--- src/rtl/uart_chmode_pkg.sv ---
package uart_chmode_pkg;
  typedef enum logic [1:0] {
    CHM_NORMAL = 2'd0,
    CHM_ECHO   = 2'd1,
    CHM_LOCAL  = 2'd2,
    CHM_REMOTE = 2'd3
  } chmode_e;

  function automatic logic line_stores(chmode_e m);
    return (m == CHM_NORMAL) || (m == CHM_ECHO);
  endfunction

  function automatic logic line_echoes(chmode_e m);
    return (m == CHM_ECHO) || (m == CHM_REMOTE);
  endfunction
endpackage

--- src/rtl/uart_mode_route.sv ---
module uart_mode_route
  import uart_chmode_pkg::*;
#(
  parameter int DATA_W = 8
) (
  input  logic              clk,
  input  logic              rst,
  input  chmode_e           mode,
  input  logic              line_vld,
  input  logic [DATA_W-1:0] line_byte,
  input  logic              line_brk,
  input  logic              host_wr,
  input  logic [DATA_W-1:0] host_wdata,
  output logic              fifo_req,
  output logic [DATA_W-1:0] fifo_data,
  output logic              tx_vld,
  output logic [DATA_W-1:0] tx_byte
);
  logic              tx_req;
  logic [DATA_W-1:0] tx_data;

  // FIFO source: break first, then line byte, then host loopback write
  always_comb begin
    fifo_req  = 1'b0;
    fifo_data = '0;
    if (line_brk) begin
      fifo_req = 1'b1;
    end else if (line_vld && line_stores(mode)) begin
      fifo_req  = 1'b1;
      fifo_data = line_byte;
    end else if (host_wr && (mode == CHM_LOCAL)) begin
      fifo_req  = 1'b1;
      fifo_data = host_wdata;
    end
  end

  // Transmit source: line echo and host normal write never coexist
  always_comb begin
    tx_req  = 1'b0;
    tx_data = '0;
    if (line_vld && line_echoes(mode)) begin
      tx_req  = 1'b1;
      tx_data = line_byte;
    end else if (host_wr && (mode == CHM_NORMAL)) begin
      tx_req  = 1'b1;
      tx_data = host_wdata;
    end
  end

  always_ff @(posedge clk) begin
    if (rst) begin
      tx_vld  <= 1'b0;
      tx_byte <= '0;
    end else begin
      tx_vld  <= tx_req;
      tx_byte <= tx_data;
    end
  end
endmodule

--- src/rtl/uart_rx_fifo.sv ---
module uart_rx_fifo #(
  parameter int DATA_W = 8,
  parameter int DEPTH  = 64,
  localparam int AW    = $clog2(DEPTH),
  localparam int CW    = $clog2(DEPTH + 1)
) (
  input  logic              clk,
  input  logic              rst,
  input  logic              flush,
  input  logic              active,
  input  logic              wr_req,
  input  logic [DATA_W-1:0] wr_data,
  input  logic              rd_req,
  output logic              pushed,
  output logic [DATA_W-1:0] rdata,
  output logic [CW-1:0]     count,
  output logic              ovr
);
  localparam logic [CW-1:0] FULL = CW'(DEPTH);

  logic [DATA_W-1:0] mem [DEPTH];
  logic [DATA_W-1:0] ram_q;
  logic [AW-1:0]     wptr, rptr;
  logic              take_q;
  logic              full, empty, push, pop;

  assign full   = (count == FULL);
  assign empty  = (count == '0);
  assign push   = !flush && active && wr_req && !full;
  assign pop    = !flush && active && rd_req && !empty;
  assign pushed = push;

  // Storage array: write port and registered read port only
  always_ff @(posedge clk) begin
    if (push) mem[wptr] <= wr_data;
  end

  always_ff @(posedge clk) begin
    if (pop) ram_q <= mem[rptr];
  end

  always_ff @(posedge clk) begin
    if (rst || flush) begin
      wptr   <= '0;
      rptr   <= '0;
      count  <= '0;
      take_q <= 1'b0;
      ovr    <= 1'b0;
    end else begin
      take_q <= pop;
      ovr    <= active && wr_req && full;
      if (push) wptr <= wptr + 1'b1;
      if (pop)  rptr <= rptr + 1'b1;
      case ({push, pop})
        2'b10:   count <= count + 1'b1;
        2'b01:   count <= count - 1'b1;
        default: count <= count;
      endcase
    end
  end

  assign rdata = take_q ? ram_q : '0;
endmodule

--- src/rtl/uart_rx_timeout.sv ---
module uart_rx_timeout #(
  parameter int TMO_CHARS = 4,
  localparam int TW       = $clog2(TMO_CHARS + 1)
) (
  input  logic clk,
  input  logic rst,
  input  logic flush,
  input  logic restart,
  input  logic tick,
  input  logic enable,
  output logic tmo
);
  localparam logic [TW-1:0] LAST = TW'(TMO_CHARS - 1);

  logic          armed;
  logic [TW-1:0] cnt;

  always_ff @(posedge clk) begin
    if (rst || flush) begin
      armed <= 1'b0;
      cnt   <= '0;
      tmo   <= 1'b0;
    end else begin
      tmo <= 1'b0;
      if (restart) begin
        armed <= 1'b1;
        cnt   <= '0;
      end else if (armed && tick) begin
        if (cnt == LAST) begin
          armed <= 1'b0;
          cnt   <= '0;
          tmo   <= enable;
        end else begin
          cnt <= cnt + 1'b1;
        end
      end
    end
  end
endmodule

--- src/rtl/uart_chmode_rx.sv ---
module uart_chmode_rx
  import uart_chmode_pkg::*;
#(
  parameter int DATA_W    = 8,
  parameter int DEPTH     = 64,
  parameter int TMO_CHARS = 4,
  localparam int CW       = $clog2(DEPTH + 1)
) (
  input  logic              clk,
  input  logic              rst,
  input  logic [1:0]        mode_i,
  input  logic              rx_en_i,
  input  logic              rx_dis_i,
  input  logic              rx_rst_i,
  input  logic              tmo_en_i,
  input  logic              char_tick_i,
  input  logic              line_vld_i,
  input  logic [DATA_W-1:0] line_byte_i,
  input  logic              line_brk_i,
  input  logic              host_wr_i,
  input  logic [DATA_W-1:0] host_wdata_i,
  input  logic              host_rd_i,
  output logic [DATA_W-1:0] host_rdata_o,
  output logic              tx_vld_o,
  output logic [DATA_W-1:0] tx_byte_o,
  output logic [CW-1:0]     rx_count_o,
  output logic              ovr_o,
  output logic              tmo_o
);
  logic              rx_active;
  logic              fifo_req, pushed;
  logic [DATA_W-1:0] fifo_data;

  assign rx_active = rx_en_i && !rx_dis_i;

  uart_mode_route #(.DATA_W(DATA_W)) u_route (
    .clk        (clk),
    .rst        (rst),
    .mode       (chmode_e'(mode_i)),
    .line_vld   (line_vld_i),
    .line_byte  (line_byte_i),
    .line_brk   (line_brk_i),
    .host_wr    (host_wr_i),
    .host_wdata (host_wdata_i),
    .fifo_req   (fifo_req),
    .fifo_data  (fifo_data),
    .tx_vld     (tx_vld_o),
    .tx_byte    (tx_byte_o)
  );

  uart_rx_fifo #(.DATA_W(DATA_W), .DEPTH(DEPTH)) u_fifo (
    .clk     (clk),
    .rst     (rst),
    .flush   (rx_rst_i),
    .active  (rx_active),
    .wr_req  (fifo_req),
    .wr_data (fifo_data),
    .rd_req  (host_rd_i),
    .pushed  (pushed),
    .rdata   (host_rdata_o),
    .count   (rx_count_o),
    .ovr     (ovr_o)
  );

  uart_rx_timeout #(.TMO_CHARS(TMO_CHARS)) u_tmo (
    .clk     (clk),
    .rst     (rst),
    .flush   (rx_rst_i),
    .restart (pushed),
    .tick    (char_tick_i),
    .enable  (tmo_en_i),
    .tmo     (tmo_o)
  );
endmodule

--- config.mk ---
export PLATFORM = sky130hd
export DESIGN_NAME = uart_chmode_rx
export DESIGN_NICKNAME = d
export VERILOG_FILES = /design/src/rtl/uart_chmode_pkg.sv /design/src/rtl/uart_mode_route.sv /design/src/rtl/uart_rx_fifo.sv /design/src/rtl/uart_rx_timeout.sv /design/src/rtl/uart_chmode_rx.sv
export SDC_FILE = /design/constraint.sdc
export NUM_CORES = 1
export LEC_CHECK = 0
export BUFFER_PORTS_ARGS = -buffer_cell sky130_fd_sc_hd__buf_4
export CORE_UTILIZATION = 50
export CTS_CLUSTER_SIZE = 24
export DETAILED_ROUTE_END_ITERATION = 16
export PLACE_DENSITY = 0.79
export SYNTH_ARGS = -nofsm -noshare
export SYNTH_HDL_FRONTEND = slang
export SYNTH_SLANG_ARGS = --single-unit
--- constraint.sdc ---
create_clock -name clk -period 3.47 [get_ports clk]
set_clock_uncertainty 0.2 [all_clocks]
set_input_delay 0.1735 -clock clk [delete_from_list [all_inputs] [get_ports clk]]
set_output_delay 0.1735 -clock clk [all_outputs]
set_load 0.01 [all_outputs]
# After elaboration in Yosys (flattened, before gate mapping)
# Memory sizes are Yosys's and may differ from the RTL's. A register that Yosys moved wholly into a read port is not among the register bits.
# Cells that the tools add are included.
# classes
muxes	18
order_cmp	0
n_div	0
shifts	0
n_bitwise	2
eq_ne	7
multipliers	0
reduce_logical	28
add_sub_neg	5
# op_table
cell	n
8-bit 2-to-1 mux	6
7-bit one-hot mux with 2 select lines	1
1-bit logical AND	13
6-bit by 1-bit adder with 6-bit output, second input constant	2
1-bit 2-to-1 mux	10
7-bit by 1-bit adder with 7-bit output, second input constant	1
7-bit equality test, second input constant	1
7-bit logical NOT	1
7-bit by 1-bit subtractor with 7-bit output, second input constant	1
2-bit equality test, second input constant	3
2-bit nonzero test	3
2-bit by 1-bit equality test with 1-bit output, second input constant	2
1-bit logical NOT	4
4-bit OR reduction	1
3-bit by 1-bit adder with 3-bit output, second input constant	1
3-bit by 2-bit equality test with 1-bit output, second input constant	1
1-bit logical OR	3
3-bit 2-to-1 mux	1
2-bit logical NOT	1
1-bit inverter	2
2-bit AND reduction	1
2-bit OR reduction	1
# word_totals
reg_bits	35
elab_cells	71
mem_bits_rw	512
mem_count	1
input_bits	29
latchBits	0
output_inout_bits	26
romBits	0
# mem_list
name	depth	word_bits	read_ports	rd_ports_with_merged_regs	wr	line_no	rtl
u_fifo.mem	64	8	1	1	1	uart_rx_fifo.sv:21	logic [DATA_W-1:0] mem [DEPTH];

# Logic depth before layout (Yosys ltp)
# Gate-level depths: netlist of the first run.
# depth
word_depth	9
mapped_depth	15
depth_no_buf	12

# Cells and area by module
# From an unflattened synthesis of the first run, not the netlist that was laid out.
# unflattened
hier_cells	1228
area_unflattened_um2	22311.4
# modules_own_cells
mod	cells_per_inst	instances	seq_area_each_um2	area_per_inst_um2
uart_rx_fifo	1129	1	16035.4	21391.8
uart_mode_route	75	1	180.2	699.4
uart_rx_timeout	23	1	100.1	206.4
uart_chmode_rx	1	1	0.0	13.8

# Worst setup path after synthesis of the first run
# OpenSTA, ideal clock, no wires.
# synth_path
path_type	flip-flop to flip-flop
start	register u_fifo.count[3]
end	register u_fifo.count[4]
path_slack_ns	-0.155
setup_ns	0.130
path_stages_with_launch	16
period_less_slack_ns	3.625
arrival_ns	3.295
cell_sequence	dfxtp_1 -> buf_6 -> or4_4 -> or3_4 -> and2_4 -> buf_6 -> clkinv_4 -> ha_1 -> buf_1 -> xor2_1 -> ha_1 -> a21oi_1 -> o21ai_0 -> a222oi_1 -> or3_1 -> a21oi_1
# synth_between
elab_chain_len	5
elab_cells_between_ends	12
# synth_rtl
item	line_no	rtl
from (decl)	uart_rx_fifo.sv:16	output logic [CW-1:0] count,
from (signal assigned)	uart_rx_fifo.sv:55	2'b10: count <= count + 1'b1;
from (signal assigned)	uart_rx_fifo.sv:56	2'b01: count <= count - 1'b1;
from (signal assigned)	uart_rx_fifo.sv:57	default: count <= count;
branches (longest 5 deep; another with 7-bit by 1-bit subtractor with 7-bit output)	n/a	
# Several ways; the timed one is not identified.
# A chain may end at the register's enable or synchronous reset.

# Worst setup path in the final report of the first run
# layout_path
start	register u_fifo.count[2]
end	register u_fifo.count[4]
# The elaborated chain is that of the path after synthesis.

==> results of run 1 <==
## path summary, 6_finish.rpt
check             slack, ns           endpoint  cells past startpoint
setup / recovery       0.24    u_fifo.count[4]                     12
hold / removal         0.06  u_fifo.mem[30][5]                      2
setup reg to reg       0.24    u_fifo.count[4]                     12
hold reg to reg        0.24       u_tmo.cnt[2]                      2
## cell families (layout without fill, tap and decap cells)
logic type / Yosys count / count (layout) / share of synthesized area [%]
compound gates: 149 / 149 / 4.87
xor+xnor: 14 / 14 / 0.556
fa+ha+maj: 6 / 6 / 0.341
buf+inv: 80 / 294 / 1.87
flops: 555 / 555 / 74.0
mux: 186 / 186 / 13.4
simple gates: 220 / 220 / 4.94
## worst max-delay path: stages (launching register included)
cell and delay [ns]:
dfxtp_1 0.31, or4_4 0.55, or3_4 0.41, and2_4 0.22, clkinv_4 0.09, ha_4 0.17, xor2_1 0.18, ha_1 0.22
a21oi_2 0.07, o21ai_0 0.18, a222oi_1 0.09, or3_1 0.32, a21oi_1 0.15
## metrics by stage
stage | instances | utilization, % | hold slack (ns) | setup WS (ns) | power (µW)
2_1_floorplan | 1210 | - | 0.116 | 0.0296 | 7520
3_3_place_gp | 1879 | 54.9 | 0.218 | 0.190 | 7620
3_5_place_dp | 1879 | 54.9 | 0.224 | 0.0606 | 7630
4_1_cts | 2009 | 59.9 | 0.0335 | 0.0207 | 13500
5_1_grt | 2009 | 59.9 | 0.0601 | 0.0709 | 13800
6_report | 2009 | 59.9 | 0.0568 | 0.239 | 13500
## sequential cells by signal (all words and copies together) (netlist names), 3 cells and up
register         flops
u_fifo.count         7
u_tmo.cnt            3
u_route.tx_byte      8
u_fifo.rptr          6
u_fifo.wptr          6
u_fifo.ram_q         8
u_fifo.mem         512
## cell type report
cell class | count | area share [%]
Inverter | 3 | 0.0628
Timing Repair Buffer | 195 | 6.36
Clock buffer | 63 | 5.42
Multi-Input combinational cell | 575 | 20.8
Sequential cell | 555 | 63.0
Tap cell | 585 | 2.83
Clock inverter | 33 | 1.52
## synth_stat cells (9+ instances only)
cell	count
buf_1	9
o21ai_0	17
mux2i_1	99
buf_4	10
o22ai_1	19
nor2_1	127
edfxtp_1	520
mux4_2	87
and2_1	14
xor2_1	10
a2111oi_0	17
dfxtp_1	35
a21oi_1	18
a211oi_1	13
nand2_1	16
nand2b_1	9
a221oi_1	11
buf_2	25
clkbuf_1	28
a22oi_1	24
## power by group through the flow
stage               sequential, µW  clock [µW]  combinational, µW
global placement              7440           0                181
finish                        7290        5950                220
detailed placement            7440           0                189
floorplan                     7440           0               79.6
global route                  7290        6250                234
CTS                           7290        6000                216
## layer usage
layer,routed length (µm),part of all wire [%],up-vias
met5,0,0,-
met4,1490,3.0,0
met3,4130,8.3,106
met2,24700,50,651
met1,19400,39,6195
li1,-,-,5230
## timing repair
item	4_1_cts	5_1_grt
resized for setup	0	4
hold endpoints to repair	34	0
hold buffers	34	0
endpoints found under the setup margin	0	3
==> flow_summary.toml, run 1 <==
[power_and_ir_drop]
clkPwrFrac_pct = 44.2
seq_power_share_pct = 54.2
internal_power_uw = 10900
power.leakage_uw = 0.00743
sw_frac_of_total_pct = 18.8
p_per_area_nw_per_um2 = 519
pwr-share-comb_pct = 1.6
power_switching_uw = 2540
vdd_drop_max_mv = 0.343

[worst_setup_path]
worstSetupPathType = "reg2reg"
end_kind = "flop"
timing.rr.start = "u_fifo.count[2]"
worstPathMaxFanout = 8
crit_start = "u_fifo.count[2]"
crit_arrival_ns = 3.53
cp.required_ns = 3.77
startpoint_type = "flop"

[clock_tree]
cts_made_buffers = 52
clkTransAtPathRegs_ns = 0.06
cts_setup_buffers = 0
cts_max_path_buffers = 3
cts_tree = "yes"
clock_sinks = 555
root_buffer = "clkbuf_16"
cts_htree_levels = 2
clock_latency_ns = 0.57

[timing]
worst_pin_slew_ns = 1.12
final-max-slew-violation-count = 0
rsz0062_at_grt = "no"
finalSetupTns_ns = 0
fin_crit_sh_pct = 93.1
finalHoldViolCount = 0
setup_viol = 0
fmax_mhz = 310
fin_crit_ns = 3.23
maxSlewHeadroom_pct = 25.1

[synth]
synth.distinct_cells = 54
synth_edf_count = 520
yosys.area.top_type_share_pct = 70.9
synth-async-reset-ratio_pct = 0
synthTopCellsByArea = "edfxtp_1, mux4_2, mux2i_1"
yosysSeqAreaShare_pct = 74.0
syn_inst = 1210
synthFlopType = "edfxtp_1"
syn_area_um2 = 22000
yosys_warnings = 0
synth_seq_cells = 555
synth_area_leader_cell = "edfxtp_1"
synth.net_count = 1245
synth_area_per_cell_um2 = 18.2

[floorplan]
start_util_pct = 50.9
die_area_um2 = 44900
core-area_um2 = 43300
pin_count = 55
dieWidth_um = 212
die_height_um = 212
rows = 76

[route]
route.antenna.remaining_nets = 0
post_drt_wl_per_cell_um = 24.7
drc = 0
wl_um = 49700
drtPass1Iterations = 5
vias_per_cell = 6.06
drt_iter0_drc = 1424
vias = 12200

[placed_design]
hpwl_um = 30000
placed_cell_area_um2 = 23800
port_buffers = 54
place_congestion = 0.860

[finish]
area_growth_pct = 17.6
multiInputGateArea_um2 = 5390
final_common_cell = "edfxtp_1"
final_cell_area_um2 = 25900
fillerInstances = 2958
register_area_um2 = 16300
mostFrequentLayoutCells = "edfxtp_1, buf_4, nor2_1, mux2i_1, mux4_2"
n_antenna_cell = 0
drive_gt1_share_pct = 25.1
layout.nets = 1417

[global_route]
busiest_layer = "met2"
grtUsageMet2_pct = 37.4
grt_use_met1_pct = 30.6
grt_pass1_vias = 12300
met3_usage_pct = 3.83
grt-ovfl-total = 0
grt_max_degree = 65
antenna_found_initial = 0
grtUsageTotal_pct = 22.6
grt_pass1_wl_um = 75300

[run_status]
outcome = "finished, final reports clean"

[worst_hold_path]
min_from = "line_brk_i"
min_path_type = "in2reg"

[job]
drv_cap = 0
(Power assumes the default switching activity.)
==> run 2: changes to the inputs <==
--- a/config.mk
+++ b/config.mk
@@ -5,11 +5,14 @@
 export SDC_FILE = /design/constraint.sdc
 export NUM_CORES = 1
 export LEC_CHECK = 0
+export ABC_AREA = 1
 export BUFFER_PORTS_ARGS = -buffer_cell sky130_fd_sc_hd__buf_4
-export CORE_UTILIZATION = 50
+export CELL_PAD_IN_SITES_DETAIL_PLACEMENT = 1
+export CELL_PAD_IN_SITES_GLOBAL_PLACEMENT = 1
+export CORE_UTILIZATION = 45
 export CTS_CLUSTER_SIZE = 24
 export DETAILED_ROUTE_END_ITERATION = 16
-export PLACE_DENSITY = 0.79
+export PLACE_DENSITY = 0.85
 export SYNTH_ARGS = -nofsm -noshare
 export SYNTH_HDL_FRONTEND = slang
 export SYNTH_SLANG_ARGS = --single-unit
==> run 2 against run 1 <==
Compared with the run above: clock-buffer cell count up 23; critical endpoint unchanged; global-route usage up 4.9 points; worst hold slack worse by 0.013 ns; largest cell class unchanged; highest routed layer unchanged; non-clock buffer count down 54; routed wire length up 46%.
==> flow_summary.toml, run 2 <==
[synth]
yosysSeqAreaShare_pct = 69.0
synth-adder-area-share_pct = 0.317
synth.most_common_cell = "nand2_1"
yosys_warnings = 0
muxShareOfSynthArea_pct = 0
synth_top_family_by_area = "simple AND/OR/NAND/NOR gates"
synth.distinct_cells = 35
synth_area_per_cell_um2 = 10.5
synth.net_count = 2291
synth_seq_cells = 555
yosys.area_share.simple_pct = 23.1
synth-async-reset-ratio_pct = 0
synth_area_leader_cell = "edfxtp_1"
synthTopCellsByArea = "edfxtp_1, nand2_1, nand3_1"
synth-compound-area-share_pct = 2.85
yosys.area.top_type_share_pct = 66.0
syn_area_um2 = 23600
synthXorXnorAreaFrac_pct = 0.333
synthTopCellsByCount = "nand2_1, edfxtp_1, nand3_1, nor2_1, inv_1"
syn_inst = 2256
synthFlopType = "edfxtp_1"
synth_edf_count = 520

[floorplan]
pin_count = 55
dieWidth_um = 231
die_area_um2 = 53500
rows = 83
start_util_pct = 45.8
core-area_um2 = 51600
die_height_um = 231

[global_route]
grtUsageTotal_pct = 27.5
grt-ovfl-total = 0
antenna_found_initial = 0
grt_pass1_wl_um = 110000
grt_max_degree = 132
grt_pass1_vias = 18600

[timing]
fin_crit_ns = 3.10
setup_ws_ns = 0.367
worst_pin_slew_ns = 0.991
hold_ws_ns = 0.0437
finalHoldViolCount = 0
final-max-slew-violation-count = 0
rsz0062_at_grt = "no"
fin_crit_sh_pct = 89.4
finalSetupTns_ns = 0
setup_viol = 0
fmax_mhz = 322
maxSlewHeadroom_pct = 33.7

[route]
drc = 0
wl_um = 72500
post_drt_wl_per_cell_um = 23.6
drt_iter0_drc = 1787
vias = 17300
route.antenna.remaining_nets = 0
drtPass1Iterations = 5
vias_per_cell = 5.65

[worst_setup_path]
end_kind = "flop"
cp.required_ns = 3.78
crit_chain = "inv_1, nand2_1, nor3_2, nand3_1, nand2_4, ha_1, inv_1, nand2_1, nand2_1, inv_1, ha_1, a21oi_1, o21ai_0, inv_1, nand2_1, nand3_1, nand2_1, inv_1"
worstPathMaxFanout = 13
worstSetupPathType = "reg2reg"
critical_path.max_stage_delay_ns = 0.34
startpoint_type = "flop"
cp_slowest_cell = "dfxtp_1"
crit_arrival_ns = 3.41

[power_and_ir_drop]
vdd_drop_max_mv = 0.453
power.leakage_uw = 0.0100
internal_power_uw = 10900
pwr-share-comb_pct = 2.5
p_per_area_nw_per_um2 = 505
clkPwrFrac_pct = 44.2
sw_frac_of_total_pct = 20.6
power_switching_uw = 2810
seq_power_share_pct = 53.4

[finish]
mostFrequentLayoutCells = "nand2_1, edfxtp_1, nand3_1, nor2_1, inv_1"
largest_register_ffs = 512
layout.nets = 2374
final_common_cell = "nand2_1"
reg_top3 = "u_fifo.mem (512), u_fifo.ram_q (8), u_route.tx_byte (8)"
largest_register = "u_fifo.mem"
n_antenna_cell = 0
drive_gt1_share_pct = 8.97
fin_util_pct = 52.5
area_growth_pct = 14.5

[clock_tree]
cts_htree_levels = 2
clock_sinks = 555
cts_max_path_buffers = 3
clock_latency_ns = 0.63
cts_tree = "yes"
root_buffer = "clkbuf_16"
cts_made_buffers = 57
clkTransAtPathRegs_ns = 0.06
cts_setup_buffers = 0

[worst_hold_path]
min_path_type = "in2reg"

[placed_design]
hpwl_um = 43600
place_congestion = 0.938
port_buffers = 54
pre_cts_slack_ns = 0.411

[run_status]
outcome = "finished, final reports clean"

[job]
drv_cap = 0
==> run 2: cell types whose count changed after synthesis, moves of 42 or more <==
cell     change
a21oi_1     +50
inv_1       +98
mux2i_1     -99
mux4_2      -87
nand2_1    +794
nand3_1    +250
nor2_1     +107
o21ai_0     +42
==> run 2: critical path, delay by kind of cell (launching register included) <==
| kind | cells | cell delay (ns) |
|---|---|---|
| simple gates | 9 | 1.18 |
| fa+ha+maj | 2 | 0.41 |
| flops | 1 | 0.34 |
| compound gates | 2 | 0.39 |
| buf+inv | 5 | 0.46 |
==> run 2: final cells by class <==
class	instances	area (µm²)
inverters	107	418
clock buffers	86	1640
multi-input cells	1477	6370
clock inverters	20	173
well taps	680	851
repair buffers	141	1310
fillers	5508	24500
flip-flops and latches	555	16300
==> run 2: layer usage <==
metal | share of wire (%) | vias to the layer above | track usage (%)
met2 | 51 | 677 | 48.0
met5 | 0 | - | 0
li1 | - | 7742 | -
met3 | 5.7 | 190 | 3.83
met4 | 4.3 | 0 | 13.1
met1 | 39 | 8701 | 33.5
==> run 2: timing repair <==
item | in CTS | in global routing
gates resized for setup | 0 | 0
hold endpoints to repair | 33 | 0
hold buffers | 37 | 0
==> run 2: worst paths after layout <==
check,startpoint,end,slack [ns],cells past startpoint
hold reg to reg,u_tmo.cnt[2],u_tmo.cnt[2],0.27,2
hold / removal,rx_en_i,u_tmo.armed,0.04,5
setup / recovery,u_fifo.count[1],u_fifo.count[4],0.37,18
setup reg to reg,u_fifo.count[1],u_fifo.count[4],0.37,18
==> run 2: power groups by stage <==
stage	clock [µW]	sequential [µW]	combinational, µW
after floorplan	0	7450	132
after global placement	0	7440	287
after detailed placement	0	7440	300
after CTS	6110	7300	329
after global routing	6290	7300	355
final	6040	7300	336
==> run 2: logic make-up (layout without fill, tap and decap cells) <==
family	Yosys count	after routing
adder cells (fa/ha/maj)	6	6
buffers and inverters	224	354
flip-flops	555	555
AND/OR/NAND/NOR	1331	1331
AO/OA/AOI/OAI	131	131
XOR/XNOR	9	9
==> run 2: through the flow <==
stage               area, µm²  total power [µW]  cells
floorplan               23600              7580   2256
finish                  27100             13700   3066
CTS                     27100             13700   3066
detailed placement      24900              7740   2923
global placement        24900              7730   2923
global route            27100             13900   3066
